**src/rtl/chacha_pkg.sv**
```systemverilog
package chacha_pkg;

    localparam int WORD_W    = 32;
    localparam int NUM_WORDS = 16;

    typedef logic [WORD_W-1:0] word_t;
    typedef logic [NUM_WORDS-1:0][WORD_W-1:0] state_t;

    // "expand 32-byte k" and "expand 16-byte k", index 0 is state word 0
    localparam logic [3:0][31:0] CONST_256 =
        {32'h6b206574, 32'h79622d32, 32'h3320646e, 32'h61707865};
    localparam logic [3:0][31:0] CONST_128 =
        {32'h6b206574, 32'h79622d36, 32'h3120646e, 32'h61707865};

    typedef enum logic [1:0] {
        S_IDLE   = 2'd0,
        S_SETUP  = 2'd1,
        S_ROUND  = 2'd2,
        S_FINISH = 2'd3
    } fsm_t;

    // Word indices for lane col; diag selects diagonal instead of column
    function automatic logic [3:0] lane_a(logic [1:0] col);
        return {2'b00, col};
    endfunction

    function automatic logic [3:0] lane_b(logic [1:0] col, logic diag);
        return {2'b01, (diag ? col + 2'd1 : col)};
    endfunction

    function automatic logic [3:0] lane_c(logic [1:0] col, logic diag);
        return {2'b10, (diag ? col + 2'd2 : col)};
    endfunction

    function automatic logic [3:0] lane_d(logic [1:0] col, logic diag);
        return {2'b11, (diag ? col + 2'd3 : col)};
    endfunction

endpackage

```
**src/rtl/chacha_qr.sv**
```systemverilog
module chacha_qr
    import chacha_pkg::*;
(
    input  word_t a_i,
    input  word_t b_i,
    input  word_t c_i,
    input  word_t d_i,
    output word_t a_o,
    output word_t b_o,
    output word_t c_o,
    output word_t d_o
);

    function automatic word_t rotl(word_t x, int n);
        return (x << n) | (x >> (WORD_W - n));
    endfunction

    word_t a1, b1, c1, d1;
    word_t a2, b2, c2, d2;

    always_comb begin
        a1 = a_i + b_i;
        d1 = rotl(d_i ^ a1, 16);
        c1 = c_i + d1;
        b1 = rotl(b_i ^ c1, 12);
        a2 = a1 + b1;
        d2 = rotl(d1 ^ a2, 8);
        c2 = c1 + d2;
        b2 = rotl(b1 ^ c2, 7);
    end

    assign a_o = a2;
    assign b_o = b2;
    assign c_o = c2;
    assign d_o = d2;

endmodule

```
**src/rtl/chacha_init_state.sv**
```systemverilog
module chacha_init_state
    import chacha_pkg::*;
(
    input  logic [255:0] key_i,
    input  logic         key256_i,
    input  logic [63:0]  nonce_i,
    input  logic [63:0]  ctr_i,
    output state_t       st_o
);

    always_comb begin
        st_o = '0;
        for (int i = 0; i < 4; i++) begin
            st_o[i]     = key256_i ? CONST_256[i] : CONST_128[i];
            st_o[4 + i] = key_i[32*i +: 32];
            st_o[8 + i] = key256_i ? key_i[128 + 32*i +: 32] : key_i[32*i +: 32];
        end
        st_o[12] = ctr_i[31:0];
        st_o[13] = ctr_i[63:32];
        st_o[14] = nonce_i[31:0];
        st_o[15] = nonce_i[63:32];
    end

endmodule

```
**src/rtl/chacha_ctrl.sv**
```systemverilog
module chacha_ctrl
    import chacha_pkg::*;
#(
    parameter int STEP_W = 8
) (
    input  logic              clk,
    input  logic              rst_n,
    input  logic              start_i,
    input  logic [STEP_W-1:0] total_steps_i,
    output logic              ready_o,
    output logic              valid_o,
    output logic              accept_o,
    output logic              load_o,
    output logic              qr_en_o,
    output logic              finish_o,
    output logic [1:0]        qr_col_o,
    output logic              diag_o
);

    fsm_t              state_q, state_d;
    logic [STEP_W-1:0] step_q;
    logic              last_step;
    logic              valid_q;

    assign last_step = (step_q == total_steps_i - STEP_W'(1));

    // state register
    always_ff @(posedge clk or negedge rst_n) begin
        if (!rst_n) state_q <= S_IDLE;
        else        state_q <= state_d;
    end

    // next-state logic
    always_comb begin
        state_d = state_q;
        unique case (state_q)
            S_IDLE:   if (start_i) state_d = S_SETUP;
            S_SETUP:  state_d = S_ROUND;
            S_ROUND:  if (last_step) state_d = S_FINISH;
            S_FINISH: state_d = S_IDLE;
        endcase
    end

    // outputs
    always_comb begin
        ready_o  = 1'b0;
        load_o   = 1'b0;
        qr_en_o  = 1'b0;
        finish_o = 1'b0;
        unique case (state_q)
            S_IDLE:   ready_o  = 1'b1;
            S_SETUP:  load_o   = 1'b1;
            S_ROUND:  qr_en_o  = 1'b1;
            S_FINISH: finish_o = 1'b1;
        endcase
    end

    assign accept_o = ready_o && start_i;
    assign qr_col_o = step_q[1:0];
    assign diag_o   = step_q[2];
    assign valid_o  = valid_q;

    always_ff @(posedge clk or negedge rst_n) begin
        if (!rst_n)       step_q <= '0;
        else if (load_o)  step_q <= '0;
        else if (qr_en_o) step_q <= step_q + STEP_W'(1);
    end

    always_ff @(posedge clk or negedge rst_n) begin
        if (!rst_n)        valid_q <= 1'b0;
        else if (accept_o) valid_q <= 1'b0;
        else if (finish_o) valid_q <= 1'b1;
    end

endmodule

```
**src/rtl/chacha_core.sv**
```systemverilog
module chacha_core
    import chacha_pkg::*;
#(
    parameter int DEFAULT_ROUNDS = 8,
    parameter int MAX_ROUNDS     = 32,
    parameter int ROUND_W        = 6
) (
    input  logic               clk,
    input  logic               rst_n,
    input  logic               init_i,
    input  logic               next_i,
    input  logic [255:0]       key_i,
    input  logic               key256_i,
    input  logic [63:0]        nonce_i,
    input  logic [63:0]        ctr_i,
    input  logic [ROUND_W-1:0] rounds_i,
    input  logic [511:0]       data_i,
    output logic               ready_o,
    output logic               valid_o,
    output logic [511:0]       result_o
);

    localparam int STEP_W = ROUND_W + 2;
    localparam logic [ROUND_W-1:0] MAX_R = ROUND_W'(MAX_ROUNDS);
    localparam logic [ROUND_W-1:0] DEF_R = ROUND_W'(DEFAULT_ROUNDS);

    // captured configuration and data
    logic [255:0]       key_q;
    logic               key256_q;
    logic [63:0]        nonce_q;
    logic [63:0]        ctr_q;
    logic [ROUND_W-1:0] rounds_q;
    state_t             data_q;
    state_t             result_q;
    state_t             work_q;
    state_t             init_s;

    // control strobes
    logic       accept, load, qr_en, finish;
    logic [1:0] qr_col;
    logic       diag;

    // round-count decode
    logic [ROUND_W-1:0] rnd_even, rnd_eff;
    assign rnd_even = {rounds_i[ROUND_W-1:1], 1'b0};
    assign rnd_eff  = (rnd_even == '0 || rnd_even > MAX_R) ? DEF_R : rnd_even;

    chacha_ctrl #(.STEP_W(STEP_W)) u_ctrl (
        .clk           (clk),
        .rst_n         (rst_n),
        .start_i       (init_i | next_i),
        .total_steps_i ({rounds_q, 2'b00}),
        .ready_o       (ready_o),
        .valid_o       (valid_o),
        .accept_o      (accept),
        .load_o        (load),
        .qr_en_o       (qr_en),
        .finish_o      (finish),
        .qr_col_o      (qr_col),
        .diag_o        (diag)
    );

    chacha_init_state u_init (
        .key_i    (key_q),
        .key256_i (key256_q),
        .nonce_i  (nonce_q),
        .ctr_i    (ctr_q),
        .st_o     (init_s)
    );

    // lane selection for the shared quarterround
    logic [3:0] ia, ib, ic, id;
    assign ia = lane_a(qr_col);
    assign ib = lane_b(qr_col, diag);
    assign ic = lane_c(qr_col, diag);
    assign id = lane_d(qr_col, diag);

    word_t qa, qb, qc, qd;

    chacha_qr u_qr (
        .a_i (work_q[ia]),
        .b_i (work_q[ib]),
        .c_i (work_q[ic]),
        .d_i (work_q[id]),
        .a_o (qa),
        .b_o (qb),
        .c_o (qc),
        .d_o (qd)
    );

    always_ff @(posedge clk) begin
        if (load) begin
            work_q <= init_s;
        end else if (qr_en) begin
            work_q[ia] <= qa;
            work_q[ib] <= qb;
            work_q[ic] <= qc;
            work_q[id] <= qd;
        end
    end

    // feed-forward addition and data mix, one lane per word
    wire state_t mix;
    for (genvar w = 0; w < NUM_WORDS; w++) begin : g_mix
        assign mix[w] = (work_q[w] + init_s[w]) ^ data_q[w];
    end

    always_ff @(posedge clk or negedge rst_n) begin
        if (!rst_n) begin
            key_q    <= '0;
            key256_q <= 1'b0;
            nonce_q  <= '0;
            ctr_q    <= '0;
            rounds_q <= DEF_R;
            data_q   <= '0;
            result_q <= '0;
        end else begin
            if (accept && init_i) begin
                key_q    <= key_i;
                key256_q <= key256_i;
                nonce_q  <= nonce_i;
                ctr_q    <= ctr_i;
                rounds_q <= rnd_eff;
            end else if (finish) begin
                ctr_q <= ctr_q + 64'd1;
            end
            if (accept) data_q <= data_i;
            if (finish) result_q <= mix;
        end
    end

    assign result_o = result_q;

endmodule

```
**config.mk**
```make
export PLATFORM = sky130hd
export DESIGN_NAME = chacha_core
export DESIGN_NICKNAME = d
export VERILOG_FILES = /design/src/rtl/chacha_pkg.sv /design/src/rtl/chacha_qr.sv /design/src/rtl/chacha_init_state.sv /design/src/rtl/chacha_ctrl.sv /design/src/rtl/chacha_core.sv
export SDC_FILE = /design/constraint.sdc
export NUM_CORES = 2
export LEC_CHECK = 0
export ABC_AREA = 0
export BUFFER_PORTS_ARGS = -buffer_cell sky130_fd_sc_hd__buf_2
export CAP_MARGIN = 20
export CORE_AREA = 2 2 561 563
export CTS_BUF_LIST = sky130_fd_sc_hd__clkbuf_16
export CTS_CLUSTER_SIZE = 12
export DETAILED_ROUTE_END_ITERATION = 8
export DIE_AREA = 0 0 563 565
export PLACE_DENSITY = 0.61
export SLEW_MARGIN = 0
export SYNTH_ARGS = -nofsm -noshare
export SYNTH_HDL_FRONTEND = slang
export SYNTH_SLANG_ARGS = --single-unit
```
**constraint.sdc**
```tcl
create_clock -name clk -period 36.7 [get_ports clk]
set_input_delay 7.34 -clock clk [delete_from_list [all_inputs] [get_ports clk]]
set_output_delay 7.34 -clock clk [all_outputs]
set_load 0.03 [all_outputs]
```
==> run summary <==
Setup repair after global routing left no endpoint under its margin. The number of clock buffers added by TritonCTS is roughly 230. The number of max-slew violations in the final report came out at 0. Detailed routing inserted a total of 89200 vias. The clock tree from TritonCTS is built. The number of buffers inserted to repair setup after CTS is 0. The capture endpoint of the worst hold path is u_ctrl.valid_o. The number of global-route vias before repair came to 84900. The count of boundary I/O pins is 1421. The flow ran to the end, and the final reports show no timing, DRC or antenna violations. The nature of the critical path endpoint is a flop. For this design, the slowest cell found on the critical path is sky130_fd_sc_hd__xor2_2.

The startpoint identified for the worst register-to-register timing path is u_ctrl.step_q[0]. The share of synthesized area in the top cell type comes to 32.2%. The via density per instance is 5.65.

The hold path startpoint is u_ctrl.valid_o. The overall die area came out at roughly 320000 um2. Of all cell types, the one taking the most synthesized area is sky130_fd_sc_hd__dfrtp_1. Data arrives at the worst endpoint at 21.29 ns.

Summing the areas of all fa, ha and maj instances in the mapped netlist gives 6.05% of the synthesized area. The post-synthesis xor/xnor area fraction came out at 10.3%. The buffer levels on the longest clock path came out at 4. The first global-routing pass estimated 698 mm of wire. The first TritonRoute pass finished after 6 iterations.

The average cell area after synthesis came out at 11.0 um2. CTS built an H-tree with a depth of 4. The core footprint is 311000 um2. The maximum number of pins on one net before global-route repair came out at 160. Clock skew on the completed layout was measured at 0.0870 ns. The layout net count is 12800. The minimum setup slack among reg-to-reg paths came out at approximately 16 ns. Static timing analysis puts the maximum clock frequency at slightly below 0.05 GHz. The largest stage delay on the critical path came out at 0.82 ns. The initial core utilization is 35.5%.

The count of unique library cells instantiated by Yosys is 110. The number of enable-type register cells in the synthesized netlist came out at 448. The worst hold path stage count came out at 1. The total count of hold-check failures in the final report is 0.

After clock tree synthesis, the clock-pin slew on the worst setup and hold paths is 0.07 ns. The summed instance area of the synthesized netlist is 111000 um2. After synthesis the netlist holds a flip-flop and latch count of 1937. The synthesis warning total came out at 0.

The count of max-cap constraint violations is 0. The number of placed cells counting well taps is 15300. The overall die height came out at ~570 um. The path class of the tightest hold or removal check is reg2reg. Counting cells, the worst reg-to-reg path comes to 68. The endpoint of the most critical register-to-register path is work_q[157]. The cell sitting at the root of the clock tree is a sky130_fd_sc_hd__clkbuf_16. The transition time of the tightest slew-check pin came out at 1.29 ns. In this design, the critical path's most frequently occurring cell is sky130_fd_sc_hd__o21ai_0. The number of fill cells in the layout came out at 30000. Setup violations remaining at the end of the flow were counted as 0. The synthesized netlist devotes 8.88% of its cell area to simple gates. The routed length per instance is between 30 and 40 um. In the routed design, unresolved DRC markers number 0. The antenna violation net count after detailed routing came out at 0.

When the netlist entered floorplanning its net count stood at about 11000. The worst path uses 56.4% of the clock period. The instance count of the mapped netlist came out at between 10000 and 15000. The element type at the critical path start is a flop.

The total half-perimeter wirelength after legalization and detailed placement came out at 421 mm. The area growth from synthesis to layout is 18.1%. The aggregate negative setup slack is 0 ns. The number of clock sinks came out at 1937.

Summing the areas of all compound-gate instances in the mapped netlist gives between 10% and 20% of the synthesized area. The final instance count without filler cells is 15800. The initial antenna violation count came out at roughly 120. Yosys attributes the largest share of cell area to sky130_fd_sc_hd__dfrtp_1 32%, sky130_fd_sc_hd__edfxtp_1 12%, sky130_fd_sc_hd__mux2_2 11%. The critical-path maximum fanout is 22.

The type of the worst setup path is reg2reg. After synthesis, the largest family of logic cells by area is multiplexers. The proportion of layout cells with a drive suffix above 1 came out at 28.3%. The sum of overflow across all layers after global routing came out at 0. The part of the Yosys area used for sequential elements is 45.6%.

The routed wire length came out at between 500 and 600 mm. The multiplexer area fraction after synthesis is 14.3%. The required time of the critical path is 37.31 ns. The post-synthesis async set-or-reset flop share came out at 73.6%. In the synthesized netlist the dominant register cell turns out to be sky130_fd_sc_hd__dfrtp_1.

At the later pin of the worst-skew pair, clock insertion delay measures 0.92 ns. The total routing usage reported by global routing came out at 31.8%. At the end of routability-driven placement, the weighted congestion stood at 1.00.

The horizontal die dimension is between 500 and 600 um. The hold buffer count at cts is 0. The headroom to the max-slew limit is 13.1%. After floorplanning, the core was divided into 205 placement rows.

The worst path needs 20.68 ns of the cycle, external delays included. Once the clock tree was built, the resizer swapped 0 gates to a different size. The number of DRC markers in iteration 0 is between 8000 and 9000. Input and output buffers added on the ports amount to between 1000 and 1500.
## synth_stat cells, types with 13 or more instances
library cell / count
sky130_fd_sc_hd__a211oi_1: 43
sky130_fd_sc_hd__a22o_1: 225
sky130_fd_sc_hd__mux2i_1: 89
sky130_fd_sc_hd__nand4_1: 64
sky130_fd_sc_hd__a21boi_0: 39
sky130_fd_sc_hd__o21bai_1: 51
sky130_fd_sc_hd__inv_1: 207
sky130_fd_sc_hd__o31a_1: 13
sky130_fd_sc_hd__o31ai_1: 24
sky130_fd_sc_hd__nand2_1: 639
sky130_fd_sc_hd__clkbuf_1: 385
sky130_fd_sc_hd__o211ai_1: 37
sky130_fd_sc_hd__and2_1: 27
sky130_fd_sc_hd__nand3_1: 143
sky130_fd_sc_hd__ha_1: 502
sky130_fd_sc_hd__and3_1: 85
sky130_fd_sc_hd__nor3_1: 98
sky130_fd_sc_hd__nor2_1: 837
sky130_fd_sc_hd__a31oi_1: 56
sky130_fd_sc_hd__o21ai_1: 28
sky130_fd_sc_hd__mux2_2: 1089
sky130_fd_sc_hd__or3_1: 50
sky130_fd_sc_hd__a21o_1: 260
sky130_fd_sc_hd__nand3b_1: 14
sky130_fd_sc_hd__buf_1: 34
sky130_fd_sc_hd__a2111oi_0: 16
sky130_fd_sc_hd__o22ai_1: 26
sky130_fd_sc_hd__xor2_1: 321
sky130_fd_sc_hd__a21oi_1: 728
sky130_fd_sc_hd__fa_1: 17
sky130_fd_sc_hd__dfrtp_1: 1424
sky130_fd_sc_hd__a41oi_1: 16
sky130_fd_sc_hd__edfxtp_1: 448
sky130_fd_sc_hd__a211o_1: 18
sky130_fd_sc_hd__or2_2: 20
sky130_fd_sc_hd__o21ai_0: 356
sky130_fd_sc_hd__xnor2_1: 937
sky130_fd_sc_hd__mux4_2: 120
sky130_fd_sc_hd__o2111ai_1: 20
sky130_fd_sc_hd__nor2b_1: 69
sky130_fd_sc_hd__dfxtp_1: 64
sky130_fd_sc_hd__o21a_1: 73
sky130_fd_sc_hd__nor4_1: 14
sky130_fd_sc_hd__nand2b_1: 58
sky130_fd_sc_hd__nor3b_1: 13
## flip-flops by register name, summed over array words and instances, names as in the netlist
signal,cells
data_q,512
result_o,512
work_q,512
key_q,256
ctr_q,64
nonce_q,64
u_ctrl.step_q,8
rounds_q,5
u_ctrl.state_q,2
key256_q,1
u_ctrl.valid_o,1
## placed cells by master (no fill, tap or decap), types with 67 or more instances in the layout
cell | synthesis | final
sky130_fd_sc_hd__buf_2 | 4 | 1418
sky130_fd_sc_hd__o21a_1 | 73 | 73
sky130_fd_sc_hd__xnor2_1 | 937 | 918
sky130_fd_sc_hd__a21o_1 | 260 | 260
sky130_fd_sc_hd__ha_1 | 502 | 495
sky130_fd_sc_hd__buf_4 | 1 | 163
sky130_fd_sc_hd__mux2_2 | 1089 | 1089
sky130_fd_sc_hd__inv_1 | 207 | 242
sky130_fd_sc_hd__nor2_1 | 837 | 831
sky130_fd_sc_hd__nand2_1 | 639 | 636
sky130_fd_sc_hd__mux4_2 | 120 | 120
sky130_fd_sc_hd__and3_1 | 85 | 85
sky130_fd_sc_hd__a22o_1 | 225 | 225
sky130_fd_sc_hd__edfxtp_1 | 448 | 448
sky130_fd_sc_hd__clkbuf_16 | 0 | 236
sky130_fd_sc_hd__dfrtp_1 | 1424 | 1421
sky130_fd_sc_hd__mux2i_1 | 89 | 89
sky130_fd_sc_hd__nand3_1 | 143 | 143
sky130_fd_sc_hd__xor2_1 | 321 | 302
sky130_fd_sc_hd__nor2b_1 | 69 | 67
sky130_fd_sc_hd__nor3_1 | 98 | 93
sky130_fd_sc_hd__o21ai_0 | 356 | 353
sky130_fd_sc_hd__a21oi_1 | 728 | 727
## routing by layer
| layer | vias to the layer above | part of all wire, % | track usage [%] | wire length [um] |
|---|---|---|---|---|
| met5 | - | 0.071 | 0 | 371 |
| met4 | 56 | 7.6 | 20.4 | 39600 |
| met3 | 1041 | 8.2 | 6.79 | 42700 |
| met2 | 4358 | 46 | 50.8 | 238000 |
| met1 | 44700 | 39 | 38.9 | 202000 |
| li1 | 39000 | - | - | - |
## stage by stage
stage / cell area, um2 / utilization [%] / hold WS, ns / setup slack, ns
final: 131000 / 41.9 / 0.481 / 16.02
after global routing: 130000 / 41.9 / 0.510 / 14.90
after CTS: 130000 / 41.9 / 0.488 / 16.35
after detailed placement: 123000 / 39.5 / 0.475 / 16.49
after global placement: 123000 / 39.5 / 0.456 / 16.48
after floorplan: 111000 / - / 0.459 / 20.06
## how the worst max path moves through the flow
stage / startpoint / to / cells past startpoint
global route: u_ctrl.step_q[0] / work_q[221] / 69
detailed placement: u_ctrl.step_q[0] / work_q[157] / 68
floorplan: u_ctrl.step_q[0] / work_q[197] / 77
global placement: u_ctrl.step_q[0] / work_q[189] / 69
CTS: u_ctrl.step_q[0] / work_q[221] / 68
finish: u_ctrl.step_q[0] / work_q[157] / 68
## cells by family after synthesis
kind of cell | after synthesis
buffers and inverters | 638
xor gates and xnor gates | 1278
AOI/OAI and AO/OA | 2144
DFF | 1937
adders and majority gates | 525
and+or+nand+nor | 2183
muxes | 1298
## critical path, delay by kind of cell (launching register included)
kind                       cells  cell delay, ns
AOI/OAI and AO/OA             41            9.05
adders and majority gates     10            3.88
xor gates and xnor gates       7            3.71
and+or+nand+nor                5            1.65
buffers and inverters          4            1.00
DFF                            1            0.52
muxes                          1            0.48
## layout make-up
class	count	area, um2	area share, %
well taps	4140	5180	3.97
clock buffers	236	5910	4.53
repair buffers	1590	8500	6.51
multi-input cells	7428	58200	44.6
flip-flops and latches	1937	50400	38.6
diodes	49	123	0.0940
inverters	209	788	0.604
clock inverters	182	1430	1.10
Power is not shown: default switching activity piles up to over one toggle a cycle in this logic, so the estimate is an artifact.
